===== config.mk =====
export PLATFORM = sky130hd
export DESIGN_NAME = phy_regacc
export DESIGN_NICKNAME = d
export VERILOG_FILES = /design/src/rtl/phyacc_pkg.sv /design/src/rtl/phyacc_poll.sv /design/src/rtl/phyacc_word.sv /design/src/rtl/phy_regacc.sv
export SDC_FILE = /design/constraint.sdc
export NUM_CORES = 1
export LEC_CHECK = 0
export BUFFER_PORTS_ARGS = -buffer_cell sky130_fd_sc_hd__buf_4
export CELL_PAD_IN_SITES_DETAIL_PLACEMENT = 0
export CELL_PAD_IN_SITES_GLOBAL_PLACEMENT = 2
export CORE_ASPECT_RATIO = 1.75
export CORE_MARGIN = 4
export CORE_UTILIZATION = 33
export CTS_CLUSTER_SIZE = 28
export DETAILED_ROUTE_END_ITERATION = 12
export GPL_ROUTABILITY_DRIVEN = 0
export PLACE_DENSITY = 0.86
export REMOVE_ABC_BUFFERS = 1
export SLEW_MARGIN = 20
export SYNTH_ARGS = -nofsm -noshare
export SYNTH_HDL_FRONTEND = slang
export SYNTH_HIERARCHICAL = 1
export SYNTH_SLANG_ARGS = --single-unit

===== constraint.sdc =====
create_clock -name clk -period 8.1 [get_ports clk]
set_input_delay 1.62 -clock clk [delete_from_list [all_inputs] [get_ports clk]]
set_output_delay 1.62 -clock clk [all_outputs]
set_load 0.03 [all_outputs]

===== src/rtl/phyacc_pkg.sv =====
package phyacc_pkg;
  localparam int DATA_W   = 16;
  localparam int CTRL_W   = DATA_W + 4;
  localparam int STAT_W   = DATA_W + 1;
  localparam int B_CAPA   = DATA_W;
  localparam int B_CAPD   = DATA_W + 1;
  localparam int B_WSTB   = DATA_W + 2;
  localparam int B_RSTB   = DATA_W + 3;
  localparam int ACK_BIT  = DATA_W;

  typedef enum logic [3:0] {
    ST_IDLE, ST_ASET, ST_ACAP, ST_AREL,
    ST_DSET, ST_DCAP, ST_DREL,
    ST_WSTB, ST_WREL, ST_RSTB, ST_RREL
  } step_t;
endpackage


===== src/rtl/phyacc_poll.sv =====
module phyacc_poll #(
  parameter int LIMIT = 10,
  parameter int GAP   = 4
) (
  input  logic clk,
  input  logic rst_n,
  input  logic active,
  input  logic want_hi,
  input  logic ack_in,
  output logic hit,
  output logic timeout
);
  localparam int GW = (GAP > 1) ? $clog2(GAP) : 1;
  localparam int PW = (LIMIT > 1) ? $clog2(LIMIT) : 1;

  logic [GW-1:0] gap_cnt;
  logic [PW-1:0] poll_cnt;
  logic          sample;
  logic          match;

  always_comb begin
    sample  = active && (gap_cnt == GW'(GAP - 1));
    match   = (ack_in == want_hi);
    hit     = sample && match;
    timeout = sample && !match && (poll_cnt == PW'(LIMIT - 1));
  end

  always_ff @(posedge clk) begin
    if (!rst_n) begin
      gap_cnt  <= '0;
      poll_cnt <= '0;
    end else if (!active || hit || timeout) begin
      gap_cnt  <= '0;
      poll_cnt <= '0;
    end else if (sample) begin
      gap_cnt  <= '0;
      poll_cnt <= poll_cnt + 1'b1;
    end else begin
      gap_cnt  <= gap_cnt + 1'b1;
    end
  end

  p_poll_bound_r6: assert property (@(posedge clk) disable iff (!rst_n)
    active |-> (poll_cnt <= PW'(LIMIT - 1)));
endmodule


===== src/rtl/phyacc_word.sv =====
module phyacc_word import phyacc_pkg::*; (
  input  step_t             step,
  input  logic [DATA_W-1:0] addr,
  input  logic [DATA_W-1:0] wdata,
  output logic [CTRL_W-1:0] ctrl
);
  always_comb begin
    ctrl = '0;
    unique case (step)
      ST_ASET, ST_AREL: ctrl[DATA_W-1:0] = addr;
      ST_ACAP: begin
        ctrl[DATA_W-1:0] = addr;
        ctrl[B_CAPA]     = 1'b1;
      end
      ST_DSET, ST_DREL, ST_WREL: ctrl[DATA_W-1:0] = wdata;
      ST_DCAP: begin
        ctrl[DATA_W-1:0] = wdata;
        ctrl[B_CAPD]     = 1'b1;
      end
      ST_WSTB: ctrl[B_WSTB] = 1'b1;
      ST_RSTB: ctrl[B_RSTB] = 1'b1;
      default: ctrl = '0;
    endcase
  end
endmodule


===== src/rtl/phy_regacc.sv =====
module phy_regacc import phyacc_pkg::*; #(
  parameter int POLL_LIMIT = 10,
  parameter int POLL_GAP   = 4
) (
  input  logic              clk,
  input  logic              rst_n,
  input  logic              req_valid,
  output logic              req_ready,
  input  logic              req_write,
  input  logic [DATA_W-1:0] req_addr,
  input  logic [DATA_W-1:0] req_wdata,
  output logic              busy,
  output logic              done,
  output logic              err,
  output logic [DATA_W-1:0] rdata,
  output logic [CTRL_W-1:0] phy_ctrl,
  input  logic [STAT_W-1:0] phy_stat
);
  step_t             st, st_nx;
  logic              op_wr;
  logic [DATA_W-1:0] addr_q, wdata_q;
  logic              waiting, want_hi, hit, tmo, finish;

  always_comb begin
    waiting = st inside {ST_ACAP, ST_AREL, ST_DCAP, ST_DREL,
                         ST_WSTB, ST_WREL, ST_RSTB, ST_RREL};
    want_hi = st inside {ST_ACAP, ST_DCAP, ST_WSTB, ST_RSTB};
  end

  phyacc_poll #(.LIMIT(POLL_LIMIT), .GAP(POLL_GAP)) u_poll (
    .clk     (clk),
    .rst_n   (rst_n),
    .active  (waiting),
    .want_hi (want_hi),
    .ack_in  (phy_stat[ACK_BIT]),
    .hit     (hit),
    .timeout (tmo)
  );

  phyacc_word u_word (
    .step  (st),
    .addr  (addr_q),
    .wdata (wdata_q),
    .ctrl  (phy_ctrl)
  );

  always_comb begin
    st_nx = st;
    unique case (st)
      ST_IDLE: if (req_valid) st_nx = ST_ASET;
      ST_ASET: st_nx = ST_ACAP;
      ST_ACAP: if (hit) st_nx = ST_AREL;
      ST_AREL: if (hit) st_nx = op_wr ? ST_DSET : ST_RSTB;
      ST_DSET: st_nx = ST_DCAP;
      ST_DCAP: if (hit) st_nx = ST_DREL;
      ST_DREL: if (hit) st_nx = ST_WSTB;
      ST_WSTB: if (hit) st_nx = ST_WREL;
      ST_WREL: if (hit) st_nx = ST_IDLE;
      ST_RSTB: if (hit) st_nx = ST_RREL;
      ST_RREL: if (hit) st_nx = ST_IDLE;
      default: st_nx = ST_IDLE;
    endcase
    if (tmo) st_nx = ST_IDLE;
    finish = hit && (st == ST_WREL || st == ST_RREL);
  end

  always_ff @(posedge clk) begin
    if (!rst_n) begin
      st      <= ST_IDLE;
      op_wr   <= 1'b0;
      addr_q  <= '0;
      wdata_q <= '0;
      rdata   <= '0;
      done    <= 1'b0;
      err     <= 1'b0;
    end else begin
      st   <= st_nx;
      done <= finish;
      err  <= tmo;
      if (st == ST_IDLE && req_valid) begin
        op_wr   <= req_write;
        addr_q  <= req_addr;
        wdata_q <= req_wdata;
      end
      if (st == ST_RSTB && hit) rdata <= phy_stat[DATA_W-1:0];
    end
  end

  assign req_ready = (st == ST_IDLE);
  assign busy      = (st != ST_IDLE);

  p_strobe_onehot_r1: assert property (@(posedge clk) disable iff (!rst_n)
    $onehot0(phy_ctrl[CTRL_W-1:DATA_W]));
  p_accept_busy_r8: assert property (@(posedge clk) disable iff (!rst_n)
    (req_valid && req_ready) |=> busy);
  p_busy_end_r9: assert property (@(posedge clk) disable iff (!rst_n)
    $fell(busy) |-> (done || err));
  p_pulse_excl_r9: assert property (@(posedge clk) disable iff (!rst_n)
    !(done && err));
  p_done_single_r9: assert property (@(posedge clk) disable iff (!rst_n)
    done |=> !done);
  p_err_quiet_r7: assert property (@(posedge clk) disable iff (!rst_n)
    err |-> (phy_ctrl == '0));
  p_rdata_hold_r4: assert property (@(posedge clk) disable iff (!rst_n)
    (!busy && $past(!busy)) |-> $stable(rdata));
endmodule


==> results of run 1 <==
==> Yosys cell counts (2+ instances only) <==
master                     instances
sky130_fd_sc_hd__nand2_1          75
sky130_fd_sc_hd__dfxtp_1          61
sky130_fd_sc_hd__a21boi_1         30
sky130_fd_sc_hd__inv_1            19
sky130_fd_sc_hd__nand3_1          19
sky130_fd_sc_hd__nor2b_1          18
sky130_fd_sc_hd__mux2i_1          17
sky130_fd_sc_hd__nand3b_1         16
sky130_fd_sc_hd__clkbuf_1         15
sky130_fd_sc_hd__o311ai_2         10
sky130_fd_sc_hd__buf_6             7
sky130_fd_sc_hd__o311ai_1          7
sky130_fd_sc_hd__nor2_1            6
sky130_fd_sc_hd__a21oi_1           5
sky130_fd_sc_hd__buf_2             5
sky130_fd_sc_hd__nor3_1            5
sky130_fd_sc_hd__o21ai_0           5
sky130_fd_sc_hd__a21boi_0          3
sky130_fd_sc_hd__ha_1              3
sky130_fd_sc_hd__nand2b_1          3
sky130_fd_sc_hd__and2_1            2
sky130_fd_sc_hd__and3_1            2
sky130_fd_sc_hd__nor3b_1           2
sky130_fd_sc_hd__nor4_4            2
sky130_fd_sc_hd__o22ai_1           2
sky130_fd_sc_hd__or3_1             2
sky130_fd_sc_hd__xor2_1            2
==> per-layer routing <==
layer,vias up,wire length [um]
met1,1359,3340
li1,1424,-
met2,62,4650
met4,0,281
met3,14,332
met5,-,0
==> logic make-up (layout without fill, tap and decap cells) <==
| family | Yosys count | in the layout |
|---|---|---|
| DFF | 61 | 61 |
| AOI/OAI and AO/OA | 70 | 70 |
| adders and majority gates | 3 | 3 |
| xor gates and xnor gates | 3 | 3 |
| muxes | 17 | 17 |
| and+or+nand+nor | 165 | 165 |
| buffers and inverters | 49 | 132 |
==> layout make-up <==
cell class,instances,share of cell area (%)
Clock inverter,5,1.91
Sequential cell,61,28.6
Clock buffer,11,5.93
Inverter,20,1.76
Tap cell,122,3.58
Multi-Input combinational cell,258,41.3
Timing Repair Buffer,96,16.9
==> worst register-to-register path, cell delays in order (launching register included) <==
cell and delay (ns):
sky130_fd_sc_hd__dfxtp_1 0.77, sky130_fd_sc_hd__inv_1 0.14, sky130_fd_sc_hd__nand2_1 0.14, sky130_fd_sc_hd__o21ai_0 0.10, sky130_fd_sc_hd__a22o_1 0.21, sky130_fd_sc_hd__xnor2_1 0.34
sky130_fd_sc_hd__nor2b_1 0.61, sky130_fd_sc_hd__nand3b_4 0.14, sky130_fd_sc_hd__nor3_4 0.77, sky130_fd_sc_hd__mux2i_1 0.29, sky130_fd_sc_hd__nor2b_1 0.06
==> flip-flops by register name, indices dropped and copies added (netlist names) <==
name,cells
addr_q,16
rdata,16
wdata_q,16
st,4
u_poll/poll_cnt,4
u_poll/gap_cnt,2
done,1
err,1
op_wr,1
==> worst paths after layout <==
| kind | startpoint | endpoint |
|---|---|---|
| hold / removal | u_poll/gap_cnt[0] | u_poll/gap_cnt[0] |
| setup reg to reg | st[3] | rdata[12] |
| setup / recovery | st[2] | phy_ctrl[8] |
| hold reg to reg | u_poll/gap_cnt[0] | u_poll/gap_cnt[0] |
==> power by group <==
| group | internal [mW] | leakage [nW] | total, mW | switching (mW) |
|---|---|---|---|---|
| logic | 0.0781 | 1.03 | 0.202 | 0.124 |
| registers | 0.321 | 0.496 | 0.336 | 0.0155 |
| clock network | 0.286 | 0.162 | 0.422 | 0.135 |
==> through the flow <==
stage	cell area (um^2)	hold WS, ns	power (mW)	instances	utilization (%)
floorplan	3050	0.404	0.468	339	-
CTS	4260	0.435	0.974	573	44.8
finish	4260	0.430	0.960	573	44.8
detailed placement	3930	0.426	0.549	557	41.3
global placement	3930	0.414	0.546	557	41.2
global route	4260	0.444	1.01	573	44.8
==> summary.md, run 1 <==
The flow ran to the end, and the final reports show no timing, DRC or antenna violations. The class of the most critical setup path is reg2out. The root buffer selected by CTS was sky130_fd_sc_hd__clkbuf_16.

Entering global routing, the biggest net connects 55 pins. After clock tree synthesis, the clock-pin slew on the worst setup and hold paths is 0.05 ns. The vias per cell is 4.99. The number of buffer and inverter stages on the critical path is 1, and the synthesized area divided by synthesized cell count is 8.83 um^2. The number of instances on the worst hold path came out at 1.

Input and output buffers added on the ports amount to 92. The top fanout value on the critical path came out at 19. The synthesis-to-finish area growth works out to 31.2%. The count of final max-slew check failures was 0; the final critical path time including I/O delays and setup was 4.54 ns. The total of max-cap violations was 0.

Buffers inserted during clock tree synthesis total 9. Across all register-to-register paths, the minimum setup slack is 4.41 ns. Area share of and/or/nand/nor cells after synthesis: 28.0%.

The critical path crosses 4 cells after its start point. From bottom edge to top edge, the die measures 139 um. Yosys printed 6 warnings.

The logs give 2859 for the total number of vias and 1220 um^2 for the storage element area. The total overflow reported by the global router was 0; the share of cell area taken by muxes after synthesis was 5.24%. The tools report the met3 layer usage reported by global route as 3.67%.

TritonCTS built the clock tree. The maximum resistive drop on vdd was 108 uV. Required time at the worst-slack endpoint: 6.48 ns. Counting the fill cells in the layout gives 970.

Once the floorplan was initialized, standard cells occupied 34.1% of the core. The number of cells on the worst reg-to-reg path came out at 10. The run gives 61 as the total number of clock tree sinks. The cell family contributing the most delay on the critical path is simple AND/OR/NAND/NOR gates.

The die area is 11600 um^2, and the via count of the first global-routing pass is 2952. The worst max-slew margin expressed relative to the limit is 35.1%. The library cells used most frequently in the layout, excluding fill and tap cells, are sky130_fd_sc_hd__buf_4, sky130_fd_sc_hd__nand2_1, sky130_fd_sc_hd__dfxtp_1. For the post-CTS setup-driven buffer insertion count, the log shows 0. The synthesized-area fraction occupied by ao, oa, aoi and oai cells came out at 18.9%.

Dividing total power by cell area gives a power density of 225 nW/um^2. The synthesized netlist occupies a cell area of 3250 um^2. The number of buffers on the longest clock path is 2, and the share of cells above drive strength 1 is 30.6%. The maximum clock frequency was 0.221 GHz. Leaving out fill and tap cells, the most frequent cell in the layout is sky130_fd_sc_hd__buf_4. The synthesized netlist contains 52 unique library cells. Summing the sequential cell areas from Yosys gives 37.6% of the chip area. The slowest stage of the critical path is the sky130_fd_sc_hd__nor2b_2 cell. The met2 track utilization from global routing was 27.8%. The area of combinational cells with multiple inputs is 1760 um^2.

The critical path goes through nor2b_2, nor2_4, o311ai_1, buf_4. By area, the combinational part of the netlist is dominated by simple AND/OR/NAND/NOR gates. Once detail routing completed, the nets flagged for antenna violations numbered 0. For the final worst-path setup slack, the log shows 3.56 ns.

Buffers inserted to repair hold after CTS numbered 0. In this run the horizontal extent of the chip is 83.0 um. On the final layout, the worst clock skew is 0.00494 ns.

Once detailed placement completed, the half-perimeter wirelength came to 6040 um. The final cycle utilization of the critical path is 56.0%. For this run, design rule violations remaining after detail routing come to 0. The top cell type by area accounts for 37.6% of the synthesized area.

The run gives 0 as the number of antenna violations at the first check in global routing. Dividing the detail-routed wire length by the instance count gives 15.0 um. Summing the areas of all xor and xnor instances in the mapped netlist gives 0.809% of the synthesized area. The layer flagged by global routing as most heavily used is met2. The logs give 2.92 ns for the data arrival time of the worst path and 16.2% for the met1 layer usage reported by global route. The tools report the number of antenna cells inserted as 0.

The H-tree was split into 3 levels. Counting flops with an async set or reset pin after synthesis yields a share of 0%. For the count of routing violations after the opening detailed-route iteration, the log shows 119. In the final design database the tool counted 502 nets. In this run, synthesis produced a sequential element count of 61.

The logs give 14200 um for the first-pass GRT wire length and 0 for the number of failing hold endpoints at the final stage. The largest stage delay on the critical path came out at 0.84 ns. At the later pin of the worst-skew pair, clock insertion delay measures 0.32 ns. For this run, the total global-route usage over all layers was measured as 15.3%. The tools report the number of instances resized during post-cts repair as 0.

The number of detailed-routing iterations run before antenna repair was 4; the fraction of the mapped netlist area in adder cells was 1.16%. The leakage power of the design was 1.69 nW. STA classifies the critical path endpoint as an output port.

The final sum of negative setup slack is 0 ns. OpenSTA, run right after detailed placement, puts the worst setup slack at 3.90 ns. The transition at the pin with the smallest max-transition slack was 0.970 ns. The worst setup path is launched from a flip-flop.

Setup violations remaining at the end of the flow were counted as 0. For this design the top-level I/O count stands at 93. The core region is 9530 um^2.

In this run, synthesis inferred 0 flip-flops with an integrated enable. Setup repair after global routing left no endpoint under its margin. Of all cell types, the one taking the most synthesized area is sky130_fd_sc_hd__dfxtp_1. The initialized floorplan defines 47 standard-cell rows. Synthesis handed over a netlist of 368 instances. By area the synthesized netlist is led by sky130_fd_sc_hd__dfxtp_1, sky130_fd_sc_hd__nand2_1, sky130_fd_sc_hd__a21boi_1, sky130_fd_sc_hd__mux2i_1, sky130_fd_sc_hd__o311ai_2. The min-delay analysis places its worst path in the category reg2reg. The total wirelength of the detailed-routed design is 8610 um.

Most frequently used flop master after synthesis: sky130_fd_sc_hd__dfxtp_1.
Power figures use the tool's default switching activity.
==> inputs of run 2 (changes only) <==
Settings changed: CORE_UTILIZATION 33 to 30, PLACE_DENSITY 0.86 to 0.79.
Clock period 8.1 ns to 4.6 ns, I/O delays scaled along.
==> run 2 against run 1 <==
Compared with the run above: final cell count up 1.7%; combinational power up 71%; register-to-register slack worse by 3.1 ns; worst hold slack worse by 0.0086 ns; sequential share of layout area up 0.22 points; core utilization down 5.0 points; via count up 0.77%; clock power up 48%; sequential power up 80%; die area up 9.2%; final area down 0.76%; largest cell class unchanged.
==> summary.md, run 2 (synthesis gave the netlist of run 1 again) <==
The first global-routing pass estimated 14700 um of wire. Setup repair after global routing left no endpoint under its margin. Timing would allow up to 0.292 GHz. Across every metal layer, demand over resource in global routing totals 14.7%.

Vias per cell: 4.94. The startpoint class of the critical path was a flip-flop. The tools report the reg-to-reg critical path startpoint as st[3].

Of the total power, registers draw 38.4%. Switching fraction of total power: 32.3%. The tree is rooted in a sky130_fd_sc_hd__clkbuf_16.

Once the clock tree was built, the setup fixing pass inserted 0 buffers. The number of placed instances, taps included, is 567. Power spread over the standard cell area amounts to 373 nW/um^2.

Die extent in y: 146 um. In the layout the commonest cells are sky130_fd_sc_hd__buf_4, sky130_fd_sc_hd__nand2_1, sky130_fd_sc_hd__dfxtp_1. The number of cells on the worst reg-to-reg path is 11, and the final critical path time including I/O delays and setup is 3.42 ns. The worst pin sits at a relative slew slack of 43.4%.

The detailed router finished its first iteration with 106 violations. Number of buffers added by the clock tree synthesis step: 9. Most common cell after layout, fill and taps aside: sky130_fd_sc_hd__buf_4. At the worst endpoint, the arrival time is 2.50 ns. The largest registers in the layout are addr_q: 16 flops, rdata: 16 flops, wdata_q: 16 flops. The tools report the worst hold endpoint as u_poll/gap_cnt[0].

The tools report the number of buffers on the longest clock path as 2. The count of buffers added on input and output ports is 92. For this design, the CTS-stage hold fixing added 0 buffers. The logs give 6 for the number of detailed-routing iterations run before antenna repair and 1.67 nW for the leakage power of the design. Setup violations remaining at the end of the flow were counted as 0. Net count of the finished layout: 504. The number of instances on the worst hold path came out at 1.

Once detail routing completed, the nets flagged for antenna violations numbered 0. The floorplan has 50 rows. The internal power component is 1.07 mW, and the total overflow reported by the global router is 0.

Worst reg2reg path endpoint: rdata[4]. The die is 86.7 um wide. CTS built an H-tree with a depth of 3. The share of cells above drive strength 1 is 30.9%, and the combinational cell fraction of total power is 21.9%. The run gives 196 uV as the maximum resistive drop on vdd. The worst hold path begins at u_poll/gap_cnt[0].

The number of antenna diodes in the final layout is 0. The flow ran to the end, and the final reports show no timing, DRC or antenna violations. The run gives 0 as the count of final max-slew check failures. Once the floorplan was initialized, standard cells occupied 30.6% of the core. The tools report the switching power as 0.509 mW. The synthesis-to-finish area growth works out to 30.2%.

The final cycle utilization of the critical path is 74.4%. Critical path capture point type: an output port. Of all nets on the critical path, the largest fanout is 24. The run gives 10600 um^2 as the area of the core region. The detailed-route wire length per cell works out to 15.4 um. By startpoint and endpoint, the worst setup path is classified as reg2out. The total number of clock tree sinks is 61. The tightest min-delay check is of the reg2reg type. For the total wirelength of the detailed-routed design, the log shows 8960 um.

Leaving out filler cells and counting taps, the final layout contains 583. The total number of vias came out at 2881. For the pin with the worst max-slew slack, the measured transition is 0.848 ns. Post-CTS repair changed the size of 0 cells. TritonCTS built the clock tree.

Clock-pin slew was measured on the worst setup and hold paths at 0.05 ns. The pin count of the biggest net entering global routing is 55, and the slack of the worst reg-to-reg path is 1.32 ns. For this run, design rule violations remaining after detail routing come to 0. The count of boundary I/O pins is 93. The number of antenna violations at the first check in global routing is 0, and the final sum of negative setup slack is 0 ns. The HPWL after detailed placement is 6250 um. The clock network accounts for 39.7% of the total power. The logs give 0 for the number of failing hold endpoints at the final stage and 0.00471 ns for the maximum clock skew at final layout. The later pin in the worst-skew pair is clocked with a latency of 0.33 ns. Die area: 12600 um^2. STA puts the critical path data required time at 3.68 ns.

The total of max-cap violations is 0, and the via count of the first global-routing pass is 2935. The share of the core filled with cells came out at 39.8%.
[run 2: changes by cell type in the layout (fill, tap and decap cells not counted), sizes merged]
cell      delta
bufinv       -2
clkinv       +3
buf          +2
clkbuf       -2
clkinvlp     +1
[run 2: worst max-delay path by stage]
stage | from | to | slack, ns | cells past startpoint
2_1_floorplan | st[0] | rdata[0] | 1.23 | 8
3_3_place_gp | st[3] | rdata[6] | 1.44 | 11
5_1_grt | st[1] | phy_ctrl[8] | 1.0 | 5
6_report | st[1] | phy_ctrl[15] | 1.18 | 5
3_5_place_dp | st[3] | rdata[4] | 1.30 | 11
4_1_cts | st[1] | phy_ctrl[8] | 1.15 | 5
[run 2: layout make-up]
class | count | area, um^2
Clock buffer | 9 | 225
Inverter | 20 | 75.1
Clock inverter | 7 | 51.3
Fill cell | 1134 | 6400
Tap cell | 130 | 163
Sequential cell | 61 | 1220
Timing Repair Buffer | 98 | 736
Multi-Input combinational cell | 258 | 1760
[run 2: metal layers]
metal / global-route usage [%] / up-vias / wire [um]
met1: 15.4 / 1375 / 3380
li1: - / 1426 / -
met4: 7.10 / 0 / 217
met3: 2.83 / 14 / 397
met5: 0 / - / 0
met2: 27.2 / 66 / 4970
[run 2: through the flow]
stage	total power, mW	setup WS (ns)	hold slack, ns	cell area [um^2]
2_1_floorplan	0.823	1.23	0.404	3050
3_3_place_gp	0.964	1.44	0.415	3950
3_5_place_dp	0.971	1.30	0.418	3960
4_1_cts	1.61	1.15	0.426	4230
5_1_grt	1.66	0.999	0.447	4230
6_report	1.58	1.18	0.422	4230
[run 2: critical path, cell delays in order (launching register included)]
cell	delay [ns]
sky130_fd_sc_hd__dfxtp_1	0.87
sky130_fd_sc_hd__buf_4	0.35
sky130_fd_sc_hd__nor3b_2	0.09
sky130_fd_sc_hd__nor2_4	0.46
sky130_fd_sc_hd__o311ai_1	0.18
sky130_fd_sc_hd__buf_4	0.20
[run 2: power groups by stage]
stage               Sequential, mW  Combinational (mW)  Clock [mW]
floorplan                    0.620               0.203           0
global placement             0.615               0.349           0
detailed placement           0.617               0.354           0
CTS                          0.605               0.355       0.647
global route                 0.613               0.382       0.667
finish                       0.606               0.345       0.626
